### src/rtl/rrs_pkg.sv
package rrs_pkg;
  typedef enum logic {
    RD_DWORD = 1'b0,
    RD_BLOCK = 1'b1
  } rd_cmd_e;
endpackage

### src/rtl/rrs_be_contig.sv
// Flags whether the set bits of a byte-enable mask form a single run.
module rrs_be_contig #(
  parameter int BEW = 4
) (
  input  logic [BEW-1:0] be,
  output logic           contig
);
  localparam int CW = $clog2(BEW) + 1;

  logic [CW-1:0] runs;
  logic          prev;

  always_comb begin
    runs = '0;
    prev = 1'b0;
    for (int i = 0; i < BEW; i++) begin
      if (be[i] && !prev) runs = runs + CW'(1);
      prev = be[i];
    end
    contig = (runs <= CW'(1));
  end
endmodule

### src/rtl/rrs_frag_len.sv
// Length of the next piece: the remainder, clipped at the next aligned boundary.
module rrs_frag_len #(
  parameter int AW         = 32,
  parameter int LW         = 12,
  parameter int FRAG_BYTES = 128,
  parameter int FLW        = 8
) (
  input  logic [AW-1:0]  addr,
  input  logic [LW-1:0]  remain,
  output logic [FLW-1:0] len
);
  localparam int OFFW = $clog2(FRAG_BYTES);

  logic [LW:0] room;

  always_comb begin
    room = (LW+1)'(FRAG_BYTES) - (LW+1)'(addr[OFFW-1:0]);
    if ({1'b0, remain} < room) len = FLW'(remain);
    else                       len = FLW'(room);
  end
endmodule

### src/rtl/rrs_read_splitter.sv
module rrs_read_splitter
  import rrs_pkg::*;
#(
  parameter int AW         = 32,
  parameter int LW         = 12,
  parameter int BEW        = 4,
  parameter int IDW        = 8,
  parameter int FRAG_BYTES = 128,
  localparam int OFFW      = $clog2(FRAG_BYTES),
  localparam int FLW       = OFFW + 1,
  localparam int IXW       = LW - OFFW + 1
) (
  input  logic            clk,
  input  logic            rst,
  input  logic            req_valid,
  output logic            req_ready,
  input  logic [AW-1:0]   req_addr,
  input  logic [LW-1:0]   req_len,
  input  logic [BEW-1:0]  req_be,
  input  logic            req_pref,
  input  logic [IDW-1:0]  req_id,
  output logic            frag_valid,
  input  logic            frag_ready,
  output logic [AW-1:0]   frag_addr,
  output logic [FLW-1:0]  frag_len,
  output logic            frag_cmd,
  output logic [BEW-1:0]  frag_be,
  output logic [IDW-1:0]  frag_id,
  output logic [IXW-1:0]  frag_idx,
  output logic            frag_last
);

  logic           be_contig;
  logic [FLW-1:0] first_len;
  logic [FLW-1:0] nxt_len;
  logic [AW-1:0]  nxt_addr;
  logic [LW-1:0]  remain_q;
  rd_cmd_e        cmd_sel;

  rrs_be_contig #(.BEW(BEW)) u_contig (
    .be     (req_be),
    .contig (be_contig)
  );

  rrs_frag_len #(.AW(AW), .LW(LW), .FRAG_BYTES(FRAG_BYTES), .FLW(FLW)) u_first (
    .addr   (req_addr),
    .remain (req_len),
    .len    (first_len)
  );

  assign nxt_addr = frag_addr + AW'(frag_len);

  rrs_frag_len #(.AW(AW), .LW(LW), .FRAG_BYTES(FRAG_BYTES), .FLW(FLW)) u_next (
    .addr   (nxt_addr),
    .remain (remain_q),
    .len    (nxt_len)
  );

  assign cmd_sel   = (req_pref || be_contig) ? RD_BLOCK : RD_DWORD;
  assign req_ready = !frag_valid;

  always_ff @(posedge clk) begin
    if (rst) begin
      frag_valid <= 1'b0;
      frag_addr  <= '0;
      frag_len   <= '0;
      frag_cmd   <= 1'b0;
      frag_be    <= '0;
      frag_id    <= '0;
      frag_idx   <= '0;
      frag_last  <= 1'b0;
      remain_q   <= '0;
    end else if (!frag_valid) begin
      if (req_valid) begin
        frag_valid <= 1'b1;
        frag_addr  <= req_addr;
        frag_len   <= first_len;
        frag_cmd   <= cmd_sel;
        frag_be    <= req_pref ? {BEW{1'b1}} : req_be;
        frag_id    <= req_id;
        frag_idx   <= '0;
        remain_q   <= req_len - LW'(first_len);
        frag_last  <= (req_len == LW'(first_len));
      end
    end else if (frag_ready) begin
      if (frag_last) begin
        frag_valid <= 1'b0;
      end else begin
        frag_addr  <= nxt_addr;
        frag_len   <= nxt_len;
        frag_idx   <= frag_idx + IXW'(1);
        remain_q   <= remain_q - LW'(nxt_len);
        frag_last  <= (remain_q == LW'(nxt_len));
      end
    end
  end

  // Fragment never spills past an aligned boundary.
  assert_no_cross_R3: assert property (@(posedge clk) disable iff (rst)
    frag_valid |-> ((FLW+1)'(frag_addr[OFFW-1:0]) + (FLW+1)'(frag_len) <= (FLW+1)'(FRAG_BYTES)));

  // Any fragment before the last ends exactly on a boundary.
  assert_mid_aligned_R4: assert property (@(posedge clk) disable iff (rst)
    (frag_valid && !frag_last) |-> ((FLW+1)'(frag_addr[OFFW-1:0]) + (FLW+1)'(frag_len) == (FLW+1)'(FRAG_BYTES)));

  assert_idx_step_R6: assert property (@(posedge clk) disable iff (rst)
    (frag_valid && frag_ready && !frag_last) |=> (frag_valid && frag_idx == $past(frag_idx) + IXW'(1)));

  assert_first_frag_R7: assert property (@(posedge clk) disable iff (rst)
    (req_valid && req_ready) |=> (frag_valid && frag_idx == '0 && frag_addr == $past(req_addr)));

  assert_hold_R8: assert property (@(posedge clk) disable iff (rst)
    (frag_valid && !frag_ready) |=> (frag_valid && $stable(frag_addr) && $stable(frag_len) &&
                                    $stable(frag_idx) && $stable(frag_last) && $stable(frag_be)));

  assert_pref_be_R5: assert property (@(posedge clk) disable iff (rst)
    (req_valid && req_ready && req_pref) |=> (frag_be == {BEW{1'b1}} && frag_cmd == RD_BLOCK));

endmodule

### config.mk
export PLATFORM = sky130hd
export DESIGN_NAME = rrs_read_splitter
export DESIGN_NICKNAME = d
export VERILOG_FILES = /design/src/rtl/rrs_pkg.sv /design/src/rtl/rrs_be_contig.sv /design/src/rtl/rrs_frag_len.sv /design/src/rtl/rrs_read_splitter.sv
export SDC_FILE = /design/constraint.sdc
export NUM_CORES = 1
export LEC_CHECK = 0
export BUFFER_PORTS_ARGS = -buffer_cell sky130_fd_sc_hd__buf_2
export CAP_MARGIN = 20
export CORE_AREA = 2 2 116 118
export CTS_BUF_LIST = sky130_fd_sc_hd__clkbuf_8
export DETAILED_ROUTE_END_ITERATION = 8
export DIE_AREA = 0 0 118 120
export MAX_ROUTING_LAYER = met4
export PLACE_DENSITY_LB_ADDON = 0.15
export SYNTH_ARGS = -nofsm -noshare
export SYNTH_HDL_FRONTEND = slang
export SYNTH_SLANG_ARGS = --single-unit
### constraint.sdc
create_clock -name clk -period 7.5 [get_ports clk]
set_input_delay 2.25 -clock clk [delete_from_list [all_inputs] [get_ports clk]]
set_output_delay 2.25 -clock clk [all_outputs]
set_load 0.05 [all_outputs]
==> results of run 1 <==
==> final timing paths <==
path,from,endpoint,slack (ps),cells past startpoint
setup / recovery,req_addr[0],remain_q[9],590,25
hold / removal,frag_id[4],frag_id[4],460,2
setup reg to reg,frag_len[1],remain_q[9],990,24
hold reg to reg,frag_id[4],frag_id[4],460,2
==> Yosys cell counts, types with 17 or more instances <==
master / instances
sky130_fd_sc_hd__a21oi_1: 65
sky130_fd_sc_hd__dfxtp_1: 73
sky130_fd_sc_hd__a211oi_1: 30
sky130_fd_sc_hd__mux2i_1: 17
sky130_fd_sc_hd__nand2_1: 87
sky130_fd_sc_hd__a21o_1: 18
sky130_fd_sc_hd__nor3_1: 26
sky130_fd_sc_hd__ha_1: 38
sky130_fd_sc_hd__clkbuf_1: 37
sky130_fd_sc_hd__nor2_1: 74
sky130_fd_sc_hd__inv_1: 39
sky130_fd_sc_hd__nand3_1: 21
sky130_fd_sc_hd__o21ai_0: 36
==> cell families (layout without fill, tap and decap cells) <==
| family | count (synthesis) | in the layout | share of synthesized area, % |
|---|---|---|---|
| AOI/OAI and AO/OA | 232 | 232 | 27.3 |
| DFF | 73 | 73 | 25.9 |
| muxes | 19 | 19 | 3.41 |
| xor gates and xnor gates | 27 | 27 | 4.43 |
| and+or+nand+nor | 282 | 282 | 23.9 |
| buffers and inverters | 82 | 185 | 5.47 |
| adders and majority gates | 42 | 42 | 9.66 |
==> worst min-delay path: cells and delay by family, from the launching register on <==
family	cells	cell delay, ps
AO/OA/AOI/OAI	1	50
flip-flops	1	310
AND/OR/NAND/NOR	1	50
==> final cells by class <==
cell class	count	area (um^2)	share of cell area (%)
Multi-Input combinational cell	602	3880	58.7
Sequential cell	73	1460	22.1
Timing Repair Buffer	130	671	10.1
Tap cell	176	220	3.33
Inverter	39	146	2.22
Clock buffer	10	138	2.08
Clock inverter	6	90.1	1.36
==> where the power goes <==
part	total (mW)	internal [mW]	switching, mW	leakage, nW
Combinational	0.956	0.346	0.610	2.28
Sequential	0.476	0.428	0.0477	0.602
Clock	0.370	0.198	0.172	0.113
Total	1.80	0.972	0.830	3.00
==> per-layer routing <==
metal / part of all wire [%] / global-route usage [%]
met2: 47 / 39.4
met4: 2.1 / 7.68
met3: 5.2 / 4.37
met5: 0 / -
met1: 46 / 32.1
==> state kept, by name (all words and copies together) (netlist names) <==
signal      cells
frag_valid      1
frag_last       1
frag_len        8
frag_addr      32
frag_be         4
frag_id         8
frag_cmd        1
frag_idx        6
remain_q       12
==> through the flow <==
| step | hold WS, ps | area (um^2) | power (mW) |
|---|---|---|---|
| 3_5_place_dp | 449 | 6380 | 1.42 |
| 2_1_floorplan | 463 | 5650 | 1.19 |
| 5_1_grt | 479 | 6610 | 1.92 |
| 3_3_place_gp | 439 | 6380 | 1.41 |
| 4_1_cts | 462 | 6610 | 1.79 |
| 6_report | 459 | 6610 | 1.80 |
==> flow_summary_export.csv, run 1 <==
group,metric,value,unit
die,die-width,118,um
die,floorplan.core_area,13000,um^2
clocking,clock_sink_count,73,
clocking,clock_tree_from_tritoncts,"built",
die,rows,42,
timing,max_slew_margin,41.4,%
power_and_ir_drop,power.leakage,3.00,nW
clocking,post_cts_buffers,0,
timing,tightestPinTransition,878,ps
layout,share_of_post_route_cells_with_drive_strength_above_1,20.9,%
layout,area.growth.synth_to_final,17.0,%
layout,final-instance-count-excl-fill,1036,
die,dieHeight,120,um
worst_setup_path,worstPathRequired,7790,ps
worst_setup_path,cpPeakStageDelay,640,ps
clocking,clk-insertion-delay-late,380,ps
drt,drt-vias-per-instance,5.76,
place,dp.cells,1020,
run_status,run_status,"finished clean",
clocking,post_cts_resized,0,
yosys,fraction_of_synthesized_cell_area_taken_by_the_top_area_cell_type,25.9,%
yosys,synthTopCellsByArea,"sky130_fd_sc_hd__dfxtp_1 (26%), sky130_fd_sc_hd__ha_1 (8.4%), sky130_fd_sc_hd__nand2_1 (5.8%)",
grt,grt_pass1_vias,5491,
drt,drcViolationCount,0,
layout,num-nets-final,957,
layout,antennaDiodeCount,0,
layout,mostFrequentLayoutCell,"sky130_fd_sc_hd__buf_2",
layout,finish.utilization,50.9,%
worst_setup_path,worstSetupPathType,"in2reg",
yosys,yosys.area.top_type,"sky130_fd_sc_hd__dfxtp_1",
timing,fin_ws,587,ps
place,post-dp-hpwl,12500,um
drt,finalWirelength,17100,um
grt,grt_max_degree,82,
worst_setup_path,critical-path-slowest-cell,"sky130_fd_sc_hd__or4b_2",
yosys,synth_edf_count,0,
die,initial_core_util,43.5,%
yosys,total_of_flip_flops_plus_latches_after_synthesis,73,
die,dieArea,14200,um^2
clocking,ctsRootBufferMaster,"sky130_fd_sc_hd__clkbuf_8",
power_and_ir_drop,cellPowerDensity,273,nW/um^2
drt,via_count,5972,
grt,gr-usage-all-layers,24.7,%
power_and_ir_drop,power.ir.vdd_worst,120,uV
place,gpl.final_weighted_congestion,0.986,
grt,antenna_violations_before_repair,0,
timing,setup-violations-final,0,
place,port_buffer_cells,122,
worst_setup_path,worstPathBufferInverterCount,3,
yosys,yosys_warnings,0,
timing,final_hold_violating_endpoints,0,
place,place_worst_setup_slack,225,ps
yosys,netlist_area,5650,um^2
worst_setup_path,cp_max_fo,6,
yosys,synth_cell_type_count,72,
timing,finalClockSkew,14.0,ps
worst_setup_path,crit_arrival,7200,ps
worst_setup_path,setup.worst_path.end_class,"flop",
drt,post_drt_wl_per_cell,16.6,um
yosys,ys_async_sr_fraction,0,%
drt,drtPass1Iterations,5,
timing,layout_worst_path_cycle_share,92.2,%
grt,wire_length_of_the_first_global_routing_pass,27500,um
worst_setup_path,critical_path_source_type,"input port",
clocking,h_tree_level_count,3,
worst_setup_path,cp_common_cell,"sky130_fd_sc_hd__a21o_1",
yosys,ys.flop_type,"sky130_fd_sc_hd__dfxtp_1",
layout,final.fill_count,1330,
worst_hold_path,worstHoldPathType,"reg2reg",
timing,rsz0062_at_grt,"false",
clocking,numCtsBuffers,9,
timing,fin_tns_setup,0,ps
layout,most_used_cells_in_the_layout_excluding_fill_and_tap_cells,"sky130_fd_sc_hd__buf_2 (122), sky130_fd_sc_hd__nand2_1 (86), sky130_fd_sc_hd__nor2_1 (74), sky130_fd_sc_hd__dfxtp_1 (72), sky130_fd_sc_hd__a21oi_1 (65)",
yosys,post_synth.cell_area_avg,7.46,um^2
timing,final_period_minus_worst_setup_slack,6910,ps
yosys,netlist_instances,757,
drt,drt-initial-drc-count,469,
timing,slew_violations,0,
yosys,mappedNetlistNets,859,
yosys,synth.yosys.seq_area_share,25.9,%
clocking,clk_path_buf_depth,2,
clocking,cts_hold_buffers,0,
die,ioPinCount,123,
clocking,path_clk_slew,90,ps
grt,globalRoute.totalOverflow,0,
job,cap_viol_max_count,0,
worst_setup_path,critical-path-top-delay-family,"compound AO/OA/AOI/OAI gates",
timing,max_clock_freq,145,MHz
drt,ant_nets,0,
Power figures use the tool's default switching activity.
==> inputs of run 2 (changes only) <==
==> constraint.sdc (replaced) <==
create_clock -name clk -period 7.5 [get_ports clk]
set_input_delay 0.75 -clock clk [delete_from_list [all_inputs] [get_ports clk]]
set_output_delay 0.75 -clock clk [all_outputs]
set_load 0.05 [all_outputs]
==> run 2 against run 1 <==
  * Critical path depth down 1
  * Sequential share of layout area down 0.12 points
  * Sequential power about the same
  * Combinational power down 1%
  * Clock skew down 3.8 ps
  * Core utilization up 0.27 points
  * Fmax up 7.5%
  * Wire length down 2.2%
  * First-iteration DRC count down 12%
  * Flip-flop and latch count unchanged
  * Via count down 1.0%
  * Register-to-register slack better by 80 ps
  * Largest cell class unchanged
==> flow_summary_export.csv, run 2 (same netlist as run 1, synthesis figures left out) <==
group,metric,value,unit
timing,setup-violations-final,0,
timing,final_hold_violating_endpoints,0,
timing,rsz0062_at_grt,"false",
layout,share_of_post_route_cells_with_drive_strength_above_1,20.9,%
timing,max_slew_margin,41.8,%
layout,area.growth.synth_to_final,17.7,%
clocking,ctsRootBufferMaster,"sky130_fd_sc_hd__clkbuf_8",
worst_setup_path,critical-path-slowest-cell,"sky130_fd_sc_hd__xnor2_1",
grt,grt_pass1_vias,5490,
power_and_ir_drop,cellPowerDensity,275,nW/um^2
layout,layout_top_registers,"frag_addr x32, remain_q x12",
place,gpl.final_weighted_congestion,0.965,
layout,num-nets-final,957,
worst_setup_path,cpPeakStageDelay,500,ps
place,port_buffer_cells,122,
drt,drcViolationCount,0,
timing,finalClockSkew,10.3,ps
worst_setup_path,setup.worst_path.end_class,"flop",
clocking,path_clk_slew,80,ps
die,die-width,118,um
die,dieHeight,120,um
layout,antennaDiodeCount,0,
worst_setup_path,critical_path_source_type,"flop",
place,placed_area,6380,um^2
clocking,h_tree_level_count,3,
worst_setup_path,worstPathCellList,"ha_1 > a21o_1 > and4_4 > or4_4 > and2_2 > xnor2_1 > ha_1 > a31oi_1 > o31ai_1 > maj3_1 > a21oi_2 > buf_4 > nor2_1 > a21oi_1 > ha_1 > a21o_1 > a21o_1 > nand2_1 > inv_1 > a2111oi_2 > nor2_1 > nand3_1 > o221ai_1 > a221oi_1",
layout,largest_register_ffs,32,
worst_setup_path,crit_arrival,6710,ps
timing,minimum_hold_slack,457,ps
timing,final_period_minus_worst_setup_slack,6430,ps
drt,via_count,5910,
run_status,run_status,"finished clean",
grt,gr-usage-all-layers,24.2,%
worst_setup_path,worstSetupPathType,"reg2reg",
timing,max_clock_freq,155,MHz
timing,fin_tns_setup,0,ps
drt,ant_nets,0,
worst_setup_path,worstPathRequired,7770,ps
grt,antenna_violations_before_repair,0,
grt,globalRoute.totalOverflow,0,
die,rows,42,
layout,mostFrequentLayoutCell,"sky130_fd_sc_hd__buf_2",
layout,final_cell_area,6640,um^2
drt,post_drt_wl_per_cell,16.2,um
place,place_worst_setup_slack,1130,ps
drt,finalWirelength,16800,um
clocking,numCtsBuffers,9,
die,ioPinCount,123,
clocking,clk_path_buf_depth,2,
clocking,cts_hold_buffers,0,
layout,largest_register,"frag_addr",
clocking,post_cts_buffers,0,
clocking,post_cts_resized,0,
die,floorplan.core_area,13000,um^2
power_and_ir_drop,power.ir.vdd_worst,149,uV
clocking,clock_tree_from_tritoncts,"built",
drt,drt-initial-drc-count,415,
drt,drtPass1Iterations,5,
power_and_ir_drop,report.power.total,1.83,mW
worst_setup_path,cp_max_fo,10,
place,post-dp-hpwl,12600,um
layout,finish.utilization,51.2,%
timing,layout_worst_path_cycle_share,85.8,%
clocking,clk-insertion-delay-late,380,ps
grt,grt_max_degree,82,
die,initial_core_util,43.5,%
clocking,clock_sink_count,73,
layout,most_used_cells_in_the_layout_excluding_fill_and_tap_cells,"sky130_fd_sc_hd__buf_2 (122), sky130_fd_sc_hd__nand2_1 (86), sky130_fd_sc_hd__nor2_1 (74), sky130_fd_sc_hd__dfxtp_1 (72), sky130_fd_sc_hd__a21oi_1 (65)",
job,cap_viol_max_count,0,
layout,final-instance-count-excl-fill,1036,
drt,drt-vias-per-instance,5.70,
worst_hold_path,worstHoldPathType,"reg2reg",
timing,tightestPinTransition,873,ps
layout,final.fill_count,1303,
grt,wire_length_of_the_first_global_routing_pass,27100,um
die,dieArea,14200,um^2
timing,fin_ws,1070,ps
place,dp.cells,1020,
power_and_ir_drop,power.leakage,3.01,nW
timing,slew_violations,0,
[run 2: changes by cell type in the layout (fill, tap and decap cells not counted), sizes merged]
cell / before / now
bufinv: 2 / 3
clkbuf: 10 / 12
clkinv: 2 / 0
inv: 40 / 39
[run 2: layer usage]
layer | vias to the layer above | global-route usage (%) | part of all wire [%]
met5 | - | - | 0
met4 | 0 | 7.23 | 1.7
met3 | 22 | 4.56 | 5.5
met2 | 191 | 38.6 | 47
met1 | 2759 | 31.3 | 46
li1 | 2938 | - | -
[run 2: critical path, delay by kind of cell, from the launching register on]
| family | cells | cell delay (ps) |
|---|---|---|
| DFF | 1 | 410 |
| and+or+nand+nor | 7 | 1290 |
| adders and majority gates | 4 | 1380 |
| AOI/OAI and AO/OA | 10 | 2460 |
| buffers and inverters | 2 | 290 |
| xor gates and xnor gates | 1 | 500 |
[run 2: final timing paths]
path	from	end	slack (ps)	cells after the start
worst max-delay path	frag_addr[1]	remain_q[9]	1070	24
worst min-delay path	frag_id[4]	frag_id[4]	460	2
worst max register to register	frag_addr[1]	remain_q[9]	1070	24
worst min register to register	frag_id[4]	frag_id[4]	460	2
[run 2: cell type report]
cell class                 instances  area (um^2)  area share [%]
sequential                        73         1460            22.0
inverter                          39          146            2.20
timing repair buffer             130          671            10.1
clock buffer                      12          165            2.49
tap                              176          220            3.31
multi-input combinational        602         3880            58.4
clock inverter                     4         97.6            1.47
[run 2: power breakdown]
part           switching (mW)  internal (mW)
clock                   0.157          0.248
sequential             0.0472          0.428
combinational           0.599          0.347
